File: src/rtl/exc_pkg.sv
package exc_pkg;
  localparam int EXC_RESET = 1;
  localparam int EXC_NMI = 2;
  localparam int EXC_HARD = 3;
  localparam int EXC_MEM = 4;
  localparam int EXC_BUS = 5;
  localparam int EXC_USAGE = 6;
  localparam int EXC_SVC = 11;
  localparam int EXC_DBGMON = 12;
  localparam int EXC_PENDSV = 14;
  localparam int EXC_TICK = 15;
  localparam int EXT_BASE = 16;

  // sysPrio lane indices
  localparam int LANE_MEM = 0;
  localparam int LANE_BUS = 1;
  localparam int LANE_USAGE = 2;
  localparam int LANE_SVC = 3;
  localparam int LANE_DBGMON = 4;
  localparam int LANE_PENDSV = 5;
  localparam int LANE_TICK = 6;
  localparam int SYS_LANES = 7;
  localparam int FAULT_KINDS = 3;
  localparam int FIXED_LEVELS = 3;

  typedef enum logic {MODE_THREAD = 1'b0, MODE_HANDLER = 1'b1} mode_e;

  typedef struct packed {
    logic loadWin;
    logic clearAct;
  } ctrl_t;
endpackage

File: src/rtl/exc_datapath.sv
module exc_datapath
  import exc_pkg::*;
#(
  parameter int NUM_EXT = 16,
  parameter int PRIO_W = 8,
  localparam int NUM_CAND = EXT_BASE + NUM_EXT,
  localparam int NUM_W = $clog2(NUM_CAND),
  localparam int RANK_W = PRIO_W + 2
) (
  input  logic                        clk,
  input  logic                        rstN,
  input  ctrl_t                       ctrl,
  input  logic                        resetReq,
  input  logic                        nmiReq,
  input  logic                        hardFaultReq,
  input  logic [FAULT_KINDS-1:0]      faultReq,
  input  logic [FAULT_KINDS-1:0]      faultEn,
  input  logic                        svcReq,
  input  logic                        dbgMonReq,
  input  logic                        dbgMonEn,
  input  logic                        pendSvSet,
  input  logic                        sysTickReq,
  input  logic [NUM_EXT-1:0]          extIrq,
  input  logic [NUM_EXT-1:0]          extEnable,
  input  logic [SYS_LANES*PRIO_W-1:0] sysPrio,
  input  logic [NUM_EXT*PRIO_W-1:0]   extPrio,
  input  logic [RANK_W-1:0]           execRank,
  output logic [NUM_W-1:0]            pendNum,
  output logic                        take,
  output logic [NUM_W-1:0]            excNum
);
  localparam logic [RANK_W-1:0] THREAD_RANK = RANK_W'((1 << PRIO_W) + FIXED_LEVELS);
  localparam logic [RANK_W-1:0] CFG_OFFSET = RANK_W'(FIXED_LEVELS);

  logic [RANK_W-1:0] activeRank;
  logic [RANK_W-1:0] curRank;
  logic [RANK_W-1:0] sysRank [SYS_LANES];
  logic [FAULT_KINDS-1:0] faultOk, faultTake, faultEsc;
  logic              candPend [NUM_CAND];
  logic [RANK_W-1:0] candRank [NUM_CAND];
  logic [NUM_W-1:0]  bestNum;
  logic [RANK_W-1:0] bestRank;
  logic              bestValid;

  // Current level: the more urgent of the active handler and the mask.
  assign curRank = (activeRank < execRank) ? activeRank : execRank;

  for (genvar s = 0; s < SYS_LANES; s++) begin : g_sysRank
    assign sysRank[s] = RANK_W'(sysPrio[s*PRIO_W +: PRIO_W]) + CFG_OFFSET;
  end

  // Configurable faults: taken on their own only when enabled and urgent enough.
  for (genvar f = 0; f < FAULT_KINDS; f++) begin : g_fault
    assign faultOk[f]   = faultEn[f] && (sysRank[LANE_MEM + f] < curRank);
    assign faultTake[f] = faultReq[f] && faultOk[f];
    assign faultEsc[f]  = faultReq[f] && !faultOk[f];
  end

  always_comb begin
    for (int i = 0; i < NUM_CAND; i++) begin
      candPend[i] = 1'b0;
      candRank[i] = THREAD_RANK;
    end
    candPend[EXC_RESET]  = resetReq;
    candRank[EXC_RESET]  = RANK_W'(0);
    candPend[EXC_NMI]    = nmiReq;
    candRank[EXC_NMI]    = RANK_W'(1);
    candPend[EXC_HARD]   = hardFaultReq || (|faultEsc);
    candRank[EXC_HARD]   = RANK_W'(2);
    candPend[EXC_MEM]    = faultTake[0];
    candRank[EXC_MEM]    = sysRank[LANE_MEM];
    candPend[EXC_BUS]    = faultTake[1];
    candRank[EXC_BUS]    = sysRank[LANE_BUS];
    candPend[EXC_USAGE]  = faultTake[2];
    candRank[EXC_USAGE]  = sysRank[LANE_USAGE];
    candPend[EXC_SVC]    = svcReq;
    candRank[EXC_SVC]    = sysRank[LANE_SVC];
    candPend[EXC_DBGMON] = dbgMonReq && dbgMonEn;
    candRank[EXC_DBGMON] = sysRank[LANE_DBGMON];
    candPend[EXC_PENDSV] = pendSvSet;
    candRank[EXC_PENDSV] = sysRank[LANE_PENDSV];
    candPend[EXC_TICK]   = sysTickReq;
    candRank[EXC_TICK]   = sysRank[LANE_TICK];
    for (int e = 0; e < NUM_EXT; e++) begin
      candPend[EXT_BASE + e] = extIrq[e] && extEnable[e];
      candRank[EXT_BASE + e] = RANK_W'(extPrio[e*PRIO_W +: PRIO_W]) + CFG_OFFSET;
    end
  end

  // Ascending scan with strict compare: equal rank keeps the lower number.
  always_comb begin
    bestNum   = '0;
    bestRank  = THREAD_RANK;
    bestValid = 1'b0;
    for (int i = 0; i < NUM_CAND; i++) begin
      if (candPend[i] && (!bestValid || (candRank[i] < bestRank))) begin
        bestNum   = NUM_W'(i);
        bestRank  = candRank[i];
        bestValid = 1'b1;
      end
    end
  end

  assign pendNum = bestNum;
  assign take    = bestValid && (bestRank < curRank);

  always_ff @(posedge clk or negedge rstN) begin
    if (!rstN) begin
      excNum     <= '0;
      activeRank <= THREAD_RANK;
    end else if (ctrl.clearAct) begin
      excNum     <= '0;
      activeRank <= THREAD_RANK;
    end else if (ctrl.loadWin) begin
      excNum     <= bestNum;
      activeRank <= bestRank;
    end
  end
endmodule

File: src/rtl/exc_control.sv
module exc_control
  import exc_pkg::*;
(
  input  logic  clk,
  input  logic  rstN,
  input  logic  take,
  input  logic  handlerExit,
  output ctrl_t ctrl,
  output logic  handlerMode,
  output logic  preemptStrobe
);
  mode_e modeQ;

  // Exit has precedence over a same-cycle entry.
  always_comb begin
    ctrl.clearAct = handlerExit;
    ctrl.loadWin  = take && !handlerExit;
  end

  always_ff @(posedge clk or negedge rstN) begin
    if (!rstN) begin
      modeQ         <= MODE_THREAD;
      preemptStrobe <= 1'b0;
    end else begin
      preemptStrobe <= ctrl.loadWin;
      if (ctrl.clearAct) begin
        modeQ <= MODE_THREAD;
      end else if (ctrl.loadWin) begin
        modeQ <= MODE_HANDLER;
      end
    end
  end

  assign handlerMode = (modeQ == MODE_HANDLER);
endmodule

File: src/rtl/exc_resolver.sv
module exc_resolver
  import exc_pkg::*;
#(
  parameter int NUM_EXT = 16,
  parameter int PRIO_W = 8
) (
  input  logic                              clk,
  input  logic                              rstN,
  input  logic                              resetReq,
  input  logic                              nmiReq,
  input  logic                              hardFaultReq,
  input  logic                              memFaultReq,
  input  logic                              busFaultReq,
  input  logic                              usageFaultReq,
  input  logic                              svcReq,
  input  logic                              dbgMonReq,
  input  logic                              pendSvSet,
  input  logic                              sysTickReq,
  input  logic [NUM_EXT-1:0]                extIrq,
  input  logic [2:0]                        faultEn,
  input  logic                              dbgMonEn,
  input  logic [NUM_EXT-1:0]                extEnable,
  input  logic [7*PRIO_W-1:0]               sysPrio,
  input  logic [NUM_EXT*PRIO_W-1:0]         extPrio,
  input  logic [PRIO_W+1:0]                 execRank,
  input  logic                              handlerExit,
  output logic [$clog2(16+NUM_EXT)-1:0]     pendNum,
  output logic [$clog2(16+NUM_EXT)-1:0]     excNum,
  output logic                              handlerMode,
  output logic                              preemptStrobe
);
  ctrl_t ctrl;
  logic  take;

  exc_datapath #(.NUM_EXT(NUM_EXT), .PRIO_W(PRIO_W)) u_dp (
    .clk          (clk),
    .rstN         (rstN),
    .ctrl         (ctrl),
    .resetReq     (resetReq),
    .nmiReq       (nmiReq),
    .hardFaultReq (hardFaultReq),
    .faultReq     ({usageFaultReq, busFaultReq, memFaultReq}),
    .faultEn      (faultEn),
    .svcReq       (svcReq),
    .dbgMonReq    (dbgMonReq),
    .dbgMonEn     (dbgMonEn),
    .pendSvSet    (pendSvSet),
    .sysTickReq   (sysTickReq),
    .extIrq       (extIrq),
    .extEnable    (extEnable),
    .sysPrio      (sysPrio),
    .extPrio      (extPrio),
    .execRank     (execRank),
    .pendNum      (pendNum),
    .take         (take),
    .excNum       (excNum)
  );

  exc_control u_ctl (
    .clk           (clk),
    .rstN          (rstN),
    .take          (take),
    .handlerExit   (handlerExit),
    .ctrl          (ctrl),
    .handlerMode   (handlerMode),
    .preemptStrobe (preemptStrobe)
  );
endmodule

File: config.mk
export PLATFORM = sky130hd
export DESIGN_NAME = exc_resolver
export DESIGN_NICKNAME = d
export VERILOG_FILES = /design/src/rtl/exc_pkg.sv /design/src/rtl/exc_datapath.sv /design/src/rtl/exc_control.sv /design/src/rtl/exc_resolver.sv
export SDC_FILE = /design/constraint.sdc
export NUM_CORES = 1
export LEC_CHECK = 0
export BUFFER_PORTS_ARGS = -buffer_cell sky130_fd_sc_hd__buf_2
export CAP_MARGIN = 20
export CORE_MARGIN = 5
export CORE_UTILIZATION = 25
export DETAILED_ROUTE_END_ITERATION = 8
export HOLD_SLACK_MARGIN = 0.15
export PLACE_DENSITY = 0.46
export SLEW_MARGIN = 10
export SYNTH_ARGS = -nofsm -noshare
export SYNTH_HDL_FRONTEND = slang
export SYNTH_SLANG_ARGS = --single-unit
File: constraint.sdc
create_clock -name clk -period 74 [get_ports clk]
set_input_delay 7.4 -clock clk [delete_from_list [all_inputs] [get_ports clk]]
set_output_delay 7.4 -clock clk [all_outputs]
set_load 0.03 [all_outputs]
==> run metrics, run 1 <==
Top FF cell, synth=dfrtp_1; CTS clock-pin slew for the worst setup and hold paths=~0.06 ns; gr usage total=between 10% and 20%; placed inst area=between 15000 and 20000 um^2; H-tree depth=1; Slew Limit Fails=0; Hold Crit Class=reg2reg; Pwr Total=1.15 mW; Vert. Die Dim=~240 um; DRC viols=0; FILL cells=approximately 6k; post-synth top area share=21.3%; Cell Pwr Density=about 63 nW/um^2; DR vias=16.6k; CP max-delay cell=or4_1; initial antenna violation count=3; Post-Syn Area per Cell=approximately 7 um^2; slew margin rel.=~28%; CP max FO=14; Critical Path RT=between 60 and 70 ns; CTS tree=done; Area contributors post-synth=ha_1 (21%), nor2_1 (5.8%), nand2_1 (5.3%); post-synthesis cell count=approximately 2k; starting density of the core=between 20% and 30%; most frequent cell after synthesis=ha_1; crit-path max cell delay=a little over 0.6 ns; fin area=approximately 18000 um^2; first-iteration detailed-routing DRC count=971; post-layout min period=~69 ns; die area=around 60000 um^2; YS warnings=0; Final ANT Viol Nets=0; Synth cell types=88; post-DP HPWL=roughly 50 mm; worst skew pair latency=roughly 0.25 ns; Post-synth EDFFs=0; area of the core=between 50000 and 60000 um^2; Max Fclk=about 14 MHz; sequential-to-total area share from yosys stat=~2.9%; Layout Skew=0.00333 ns; Pre-antenna DRT Iters=7; Longest Clk Path Bufs=2; most used cell, CP=a21o_1; Post-synth top cells=ha_1 (234), nor2_1 (214), nand2_1 (195), inv_1 (150), o21ai_0 (133); Inserted Clock Buffers=3; Net count, final=2969; Setup crit end kind=output port; final hold violation count=0; Root Driver=clkbuf_16; # IOs=255; fin crit share=between 90% and 100%; Final setup viols=0; # rows=86; Worst IR Drop VDD=roughly 0.03 mV; WL final=between 50 and 60 mm; worst path arrival time=~62 ns; Sum Neg Setup Slack=0 ns; Clock Sinks=16; Synth Register Bits=16; final hold slack=about 0.5 ns; Worst Tran Pin Value=approximately 1.1 ns; Post-Syn Area=between 10000 and 15000 um^2; P&R area growth vs syn=31.5%; post-DR vias/cell=5.19; PortBufs=between 200 and 300; syn nets=roughly 2.5k; GPL Wtd Cong=0.939; CP Launch Type=input pin; Crit Path Category=in2out; vias in the first global route=between 15k and 20k; max cap viols=0; pin count of the biggest net entering global routing=23; Die X=245 um; share of cells above drive strength 1=~25%; cell taking the most area after synthesis=ha_1; final design utilization=roughly a third; asr flop ratio synth=between 90% and 100%; status=finished clean; first-pass GRT wire length=between 80 and 90 mm; routed len/inst=approximately 18 um; total grt overflow=0; total leakage power=about 9 nW
==> worst paths after layout <==
path                                       to               start  depth (start not counted)  slack, ns
hold reg to reg             u_ctl.handlerMode   u_ctl.handlerMode                          1       0.51
min in group asynchronous      u_dp.excNum[0]                rstN                          1       7.06
hold / removal              u_ctl.handlerMode   u_ctl.handlerMode                          1       0.51
setup / recovery                   pendNum[3]         execRank[8]                        326       4.57
max in group asynchronous  u_dp.activeRank[8]                rstN                          1      66.61
setup reg to reg           u_dp.activeRank[3]  u_dp.activeRank[8]                        334      16.42
==> logic make-up after synthesis <==
logic type,synth area share [%]
AND/OR/NAND/NOR,25.8
multiplexers,3.53
flip-flops,2.94
buffers and inverters,5.37
adder cells (fa/ha/maj),21.3
XOR/XNOR,8.91
AO/OA/AOI/OAI,32.2
==> through the flow <==
| stage | instances | setup WS, ns |
|---|---|---|
| 5_1_grt | 3197 | -0.135 |
| 6_report | 3197 | 4.57 |
| 2_1_floorplan | 2009 | 4.55 |
| 3_5_place_dp | 3164 | 1.65 |
| 3_3_place_gp | 3164 | 2.47 |
| 4_1_cts | 3168 | 1.42 |
==> area by class of cell <==
| type | count | area [um^2] | area share, % |
|---|---|---|---|
| Antenna cell | 2 | 5.00 | 0.0277 |
| Clock buffer | 4 | 88.8 | 0.491 |
| Sequential cell | 16 | 404 | 2.23 |
| Inverter | 150 | 563 | 3.11 |
| Tap cell | 704 | 881 | 4.87 |
| Multi-Input combinational cell | 1805 | 12900 | 71.3 |
| Timing Repair Buffer | 516 | 3250 | 18.0 |
==> per-layer routing <==
layer,GRT usage (%),wire [um]
met1,23.8,26200
met2,30.6,26500
met3,1.43,2350
met4,4.69,1580
met5,0,13
==> registers in the layout (all words and copies together), names as in the netlist <==
signal / flops
u_dp.activeRank: 9
u_ctl.preemptStrobe: 1
u_dp.excNum: 5
u_ctl.handlerMode: 1
==> timing repair <==
item	4_1_cts	5_1_grt
hold buffers	0	0
resized for setup	0	73
endpoints found under the setup margin	0	5
setup buffers	0	27
==> layout by cell type, fill, tap and decap left out, types with 25 or more instances in the layout <==
cell / count
ha_1: 234
xor2_1: 68
o21ai_0: 124
nand4_1: 60
mux2i_1: 28
buf_2: 252
o21ai_1: 25
xnor2_1: 72
and3_1: 25
nand2b_1: 30
nand3_1: 61
nor2b_1: 34
o211ai_1: 31
a21o_1: 83
a21oi_1: 131
buf_4: 262
inv_1: 150
nor2_1: 211
and2_1: 32
nand2_1: 195
==> worst max-delay path: cells and delay by family <==
kind	cells	cell delay, ns
muxes	5	1.60
adders and majority gates	25	6.61
buffers and inverters	20	3.24
AOI/OAI and AO/OA	172	30.56
and+or+nand+nor	104	12.49
==> report_power, final <==
part           internal, mW  total (mW)  switching (mW)
combinational         0.531        1.11           0.583
clock               0.00823      0.0122         0.00397
sequential           0.0146      0.0187         0.00406
total                 0.554        1.15           0.592
Note: power is estimated with default switching activity, not from simulation.
==> run 2: changes to the inputs <==
ABC_AREA = 1   (was not set)
PLACE_DENSITY = 0.47   (was 0.46)
SYNTH_HIERARCHICAL = 1   (was not set)
==> run 2 against run 1 <==
Against the previous run:
- global-route usage down 2.9 points
- sequential power fell by 11%
- via count decreased by 20%
- worst setup slack gained 15 ns
- first-iteration DRC count fell by 37%
- clock skew is 0.0032 ns higher
- wire length shrank 27%
- area after synthesis is 12% lower
- hold slack worse by 0.025 ns
- synthesized cell count is 1.1% higher
- critical endpoint is now pendNum[2]
- largest power group unchanged
==> run metrics, run 2 <==
status=finished clean; first-iteration detailed-routing DRC count=610 (-37%); syn nets=2508 (+0.88%); Longest Clk Path Bufs=2 (unchanged); Hold Crit Class=reg2reg; top flop regs=u_dp/activeRank: 9 flops, u_dp/excNum: 5 flops; non-filler cells, final=2868 (-10%); post-DP HPWL=37.4 mm (-26%); placed cells=2864 (-9.5%); most used cell, CP=nand2_1; slew margin rel.=39.1% (+11 points); Synth Register Bits=16 (unchanged); Worst Tran Pin Value=0.903 ns (-0.172 ns); total grt overflow=0 (unchanged); Die X=230 um (-6.0%); WL final=41.3 mm (-27%); max reg flops=9 (unchanged); worst skew pair latency=0.25 ns (about the same); Top FF cell, synth=dfrtp_1; Inserted Clock Buffers=3 (unchanged); fin area=14000 um^2 (-23%); initial antenna violation count=3 (unchanged); fin crit share=74.0% (-20 points); DRC viols=0 (unchanged); CP max-delay cell=o21ai_0; vias in the first global route=13.1k (-20%); GPL Wtd Cong=0.881 (-6.2%); setup repair bufs after CTS=0 (unchanged); Root Driver=clkbuf_16; area of the core=47700 um^2 (-13%); CTS tree=done; Worst setup startpoint=execRank[7]; Post-Syn Area per Cell=5.95 um^2 (-13%); # rows=80 (-7.0%); hold path start=u_ctl/handlerMode; Crit Path Category=in2out; CTS clock-pin slew for the worst setup and hold paths=0.06 ns (about the same); YS warnings=6 (+6); DR vias=13.3k (-20%); sequential-to-total area share from yosys stat=3.34% (+0.41 points); Critical Path RT=66.60 ns (about the same); Final setup viols=0 (unchanged); final hold slack=0.488 ns (-0.0250 ns); ant diodes=0 (-2); Vert. Die Dim=230 um (-6.0%); share of cells above drive strength 1=13.9% (-11 points); starting density of the core=25.3% (+0.19 points); Net count, final=2731 (-8.0%); Post-synth top cells=nand2_1 (504), inv_1 (368), ha_1 (234), o21ai_0 (190), nand3_1 (124); post-cts sizing count=0 (unchanged); PortBufs=254 (unchanged); # IOs=255 (unchanged); commonest non-fill, non-tap cell in the layout=nand2_1; cell taking the most area after synthesis=ha_1; post-synth top area share=24.2% (+2.9 points); asr flop ratio synth=100% (unchanged); total leakage power=8.18 nW (-9.0%); die area=52800 um^2 (-12%); Clock Sinks=16 (unchanged); worst path arrival time=47.33 ns (-14.70 ns); Slew Limit Fails=0 (unchanged); RSZ-0062 raised after global routing=no; final hold violation count=0 (unchanged); Biggest register=u_dp/activeRank; post-layout min period=54.73 ns (-14.70 ns); Pre-antenna DRT Iters=5 (-2); max cap viols=0 (unchanged); Final WS setup=19.27 ns (+14.70 ns); setup slack at placement=19.62 ns (+17.97 ns); Cell Pwr Density=24.0 nW/um^2 (-62%); Pwr Total=335 uW (-71%); most frequent cells in the layout=nand2_1 (504), inv_1 (368), buf_2 (254); Max Fclk=18.3 MHz (+27%); first-pass GRT wire length=65.2 mm (-25%); H-tree depth=1 (unchanged); Area contributors post-synth=ha_1 (24%), nand2_1 (16%), inv_1 (11%); CP Launch Type=input pin; most frequent cell after synthesis=nand2_1; R2R Path Start=u_dp/activeRank[8]; CP max FO=20 (+6); crit-path max cell delay=0.81 ns (+0.19 ns); Sum Neg Setup Slack=0 ns (unchanged); Setup crit end kind=output port; placed inst area=13900 um^2 (-21%); P&R area growth vs syn=15.8%; Post-synth EDFFs=0 (unchanged); routed len/inst=14.4 um (-19%); pin count of the biggest net entering global routing=21 (-8.7%); Post-Syn Area=12100 um^2 (-12%); CTS Hold Bufs=0 (unchanged); post-DR vias/cell=4.65 (-10%); Synth cell types=47 (-47%); gr usage total=14.8% (-2.9 points); Final ANT Viol Nets=0 (unchanged); final design utilization=29.3% (-3.7 points); post-synthesis cell count=2031 (+1.1%); FILL cells=5340 (-10%); Worst IR Drop VDD=0.00740 mV (-76%); Layout Skew=0.00649 ns (+0.00316 ns)
## run 2: changes by cell type after synthesis, sizes merged, moves of 34 or more
cell / previous run / this run
a21o: 84 / 9
and2: 35 / 0
inv: 150 / 375
nand2: 197 / 536
nand3: 61 / 126
nor2: 214 / 78
nor2b: 34 / 0
o21ai: 156 / 212
## run 2: critical path: cells and delay by family
family                     cells  cell delay, ns
adders and majority gates     25            7.75
AOI/OAI and AO/OA            107           20.30
and+or+nand+nor               90           11.05
buffers and inverters          6            0.69
## run 2: power by group
part / total (mW) / leakage, nW / internal (mW) / switching [mW]
Clock: 0.0122 / 0.0442 / 0.00823 / 0.00396
Combinational: 0.307 / 7.93 / 0.113 / 0.193
Sequential: 0.0166 / 0.202 / 0.0131 / 0.00345
## run 2: cells by family after synthesis
family / synth area share, %
DFF: 3.34
xor gates and xnor gates: 9.93
and+or+nand+nor: 31.3
AOI/OAI and AO/OA: 17.5
adders and majority gates: 24.2
buffers and inverters: 13.7
## run 2: final cells by class
cell class / count / area, um^2 / share of cell area, %
Clock buffer: 4 / 88.8 / 0.635
Inverter: 377 / 1420 / 10.1
Multi-Input combinational cell: 1600 / 10000 / 71.6
Sequential cell: 16 / 404 / 2.89
Tap cell: 615 / 769 / 5.50
Timing Repair Buffer: 256 / 1290 / 9.19
## run 2: path summary, 6_finish.rpt
kind	to	slack (ns)	cells past startpoint
worst max-delay path	pendNum[2]	19.27	228
worst min-delay path	u_ctl/handlerMode	0.49	2
worst max register to register	u_dp/activeRank[1]	32.23	239
worst min register to register	u_ctl/handlerMode	0.49	2
max in group asynchronous	u_dp/activeRank[1]	66.57	1
min in group asynchronous	u_ctl/preemptStrobe	7.09	1
## run 2: per-layer routing
layer / vias to the layer above / global-route usage (%) / part of all wire [%]
li1: 7060 / - / -
met1: 5996 / 19.3 / 47
met2: 261 / 27.5 / 49
met3: 29 / 1.05 / 2.9
met4: 2 / 1.70 / 1.3
met5: - / 0 / 0.031
==> run 3: changes to the inputs <==
ABC_AREA = 0   (was 1)
PLACE_DENSITY = 0.48   (was 0.47)
clock period = 44.3 ns   (was 74 ns; I/O delays follow)
==> run 3 against run 2 <==
Against the previous run:
- the flow now finishes with violations (setup timing)
- worst setup slack got worse by 34 ns
- flip-flop and latch count did not move
- cell count is 30% higher
- clock skew barely moved
- non-clock buffer count is 858 higher
- core utilization increased by 17 points
- first-iteration DRC count grew 32%
- synthesized cell count fell by 4.0%
- hold slack improved by 0.12 ns
- area after synthesis rose by 12%
- highest routed layer unchanged
==> run metrics, run 3 <==
vias in the first global route=19.2k (+47%); first-pass GRT wire length=97.6 mm (+50%); fin area=24700 um^2 (+77%); share of cells above drive strength 1=51.0% (+37 points); violated checks=setup timing; Final ANT Viol Nets=0 (unchanged); CP max FO=7 (-65%); die area=58800 um^2 (+11%); status=finished, violations left; Die X=243 um (+5.5%); fin crit share=133%; Final setup viols=21 (+21); starting density of the core=25.2% (-0.15 points); total grt overflow=0 (unchanged); Post-Syn Area per Cell=6.93 um^2 (+17%); final hold slack=0.608 ns (+0.120 ns); final hold violation count=0 (unchanged); pin count of the biggest net entering global routing=17 (-19%); Final WS setup=-14.68 ns (-33.95 ns); slew margin rel.=47.3% (+8.1 points); Clock Sinks=16 (unchanged); area of the core=53700 um^2 (+12%); DRC viols=0 (unchanged); Longest Clk Path Bufs=2 (unchanged); H-tree depth=1 (unchanged); post-synth top area share=21.7% (-2.6 points); asr flop ratio synth=100% (unchanged); Max Fclk=between 15 and 20 MHz; FILL cells=5274 (-1.2%); CP max-delay cell=or4_4; Post-Syn Area=13500 um^2 (+12%); CTS clock-pin slew for the worst setup and hold paths=0.05 ns (about the same); max reg flops=9 (unchanged); Worst Tran Pin Value=0.781 ns (-0.123 ns); placed cells=3500 (+22%); Critical Path RT=39.87 ns (-26.73 ns); first-iteration detailed-routing DRC count=805 (+32%); non-filler cells, final=3731 (+30%); Post-synth top cells=ha_1 (234), nor2_1 (186), nand2_1 (183), inv_1 (176), o21ai_0 (139); most used cell, CP=buf_4; post-layout min period=a little under 60 ns; worst skew pair latency=0.26 ns (about the same); post-DR vias/cell=5.02 (+7.8%); crit-path max cell delay=0.54 ns (-0.27 ns); Pre-antenna DRT Iters=5 (unchanged); YS warnings=6 (unchanged); WL final=63.6 mm (+54%); DR vias=18.7k (+40%); RSZ-0062 raised after global routing=yes; commonest non-fill, non-tap cell in the layout=buf_4; Net count, final=3511 (+29%); sequential-to-total area share from yosys stat=2.99% (-0.35 points); Post-synth EDFFs=0 (unchanged); Synth cell types=97 (+110%); syn nets=2426 (-3.3%); Hold Crit Class=reg2reg; PortBufs=254 (unchanged); max cap viols=0 (unchanged); placed inst area=21000 um^2 (+51%); # rows=85 (+6.3%); Biggest register=u_dp/activeRank; # IOs=255 (unchanged); Top FF cell, synth=dfrtp_1; Layout Skew=0.00685 ns (+0.000359 ns); Inserted Clock Buffers=3 (unchanged); Area contributors post-synth=ha_1 (22%), nor2_1 (5.2%), o21ai_0 (5.1%); most frequent cell after synthesis=ha_1; Root Driver=clkbuf_16; CP Launch Type=input pin; CTS tree=done; Vert. Die Dim=243 um (+5.5%); setup slack at placement=-16.26 ns (-35.88 ns); post-DP HPWL=52.3 mm (+40%); GPL Wtd Cong=0.923 (+4.8%); initial antenna violation count=9 (+6); top flop regs=u_dp/activeRank: 9 flops, u_dp/excNum: 5 flops; Synth Register Bits=16 (unchanged); cell taking the most area after synthesis=ha_1; gr usage total=19.9% (+5.1 points); routed len/inst=17.1 um (+18%); worst path arrival time=54.55 ns (+7.22 ns); Slew Limit Fails=0 (unchanged); Crit Path Category=in2out; most frequent cells in the layout=buf_4 (827), buf_2 (245), ha_1 (184); Setup crit end kind=output port; P&R area growth vs syn=82.9%; post-synthesis cell count=1949 (-4.0%)
[run 3: cell types whose count changed in the layout (fill, tap and decap cells not counted), sizes merged, moves of 39 or more]
| cell | previous run | this run |
|---|---|---|
| mux2i | 0 | 39 |
| inv | 375 | 176 |
| o21ai | 212 | 158 |
| a21o | 9 | 58 |
| buf | 256 | 1114 |
| nor2b | 0 | 39 |
| nor2 | 78 | 188 |
| nand2 | 536 | 183 |
| nand3 | 126 | 53 |
[run 3: timing repair]
action	CTS	global route
resized for setup	240	161
cloned	4	0
hold buffers	0	0
setup endpoints to repair	21	21
pin swaps	134	123
buffers inserted	172	55
[run 3: layer usage]
metal / routed length (um) / global-route usage [%] / vias up
met3: 2540 / 1.56 / 101
met1: 27800 / 25.2 / 8827
met2: 31700 / 36.6 / 440
met5: 49 / 0 / -
li1: - / - / 9347
met4: 1560 / 4.83 / 8
[run 3: kinds of logic (layout without fill, tap and decap cells)]
kind of cell    after synthesis  in the layout  synth area share (%)
buf+inv                     212           1294                  6.18
xor+xnor                    139            139                  9.01
flops                        16             16                  2.99
simple gates                660            661                  23.5
compound gates              628            629                  31.8
other cells                   0              2                     0
mux                          60             60                  4.79
fa+ha+maj                   234            234                  21.7
[run 3: per-stage QoR]
step	setup TNS, ns	utilization [%]
floorplan	-238.69	-
global placement	-287.52	39.1
detailed placement	-307.29	39.1
CTS	-253.99	44.0
global route	-335.26	46.0
finish	-272.29	46.0
[run 3: path summary, 6_finish.rpt]
check / slack [ns] / end / depth (start not counted) / from
min: 0.61 / u_ctl/handlerMode / 1 / u_ctl/handlerMode
max reg2reg: -8.73 / u_dp/excNum[0] / 364 / u_dp/activeRank[8]
min in group asynchronous: 4.09 / u_dp/activeRank[7] / 1 / rstN
max in group asynchronous: 39.87 / u_dp/activeRank[0] / 1 / rstN
max: -14.68 / pendNum[4] / 351 / execRank[4]
min reg2reg: 0.61 / u_ctl/handlerMode / 1 / u_ctl/handlerMode
[run 3: worst max-delay path: cells and delay by family]
kind | cells | cell delay [ns]
AOI/OAI and AO/OA | 142 | 21.55
adders and majority gates | 21 | 4.72
buffers and inverters | 84 | 10.35
muxes | 9 | 2.43
and+or+nand+nor | 95 | 10.99
[run 3: final cells by class]
class	instances	area (um^2)	area share [%]
Tap cell	696	871	3.52
Inverter	176	691	2.79
Antenna cell	2	5.00	0.0202
Multi-Input combinational cell	1723	14700	59.5
Sequential cell	16	404	1.63
Timing Repair Buffer	1114	7950	32.1
Clock buffer	4	88.8	0.359
Power of run 3 is left out: the tool's default activity adds up to more than one toggle a clock period on the data nets, which glitch-free logic cannot reach.
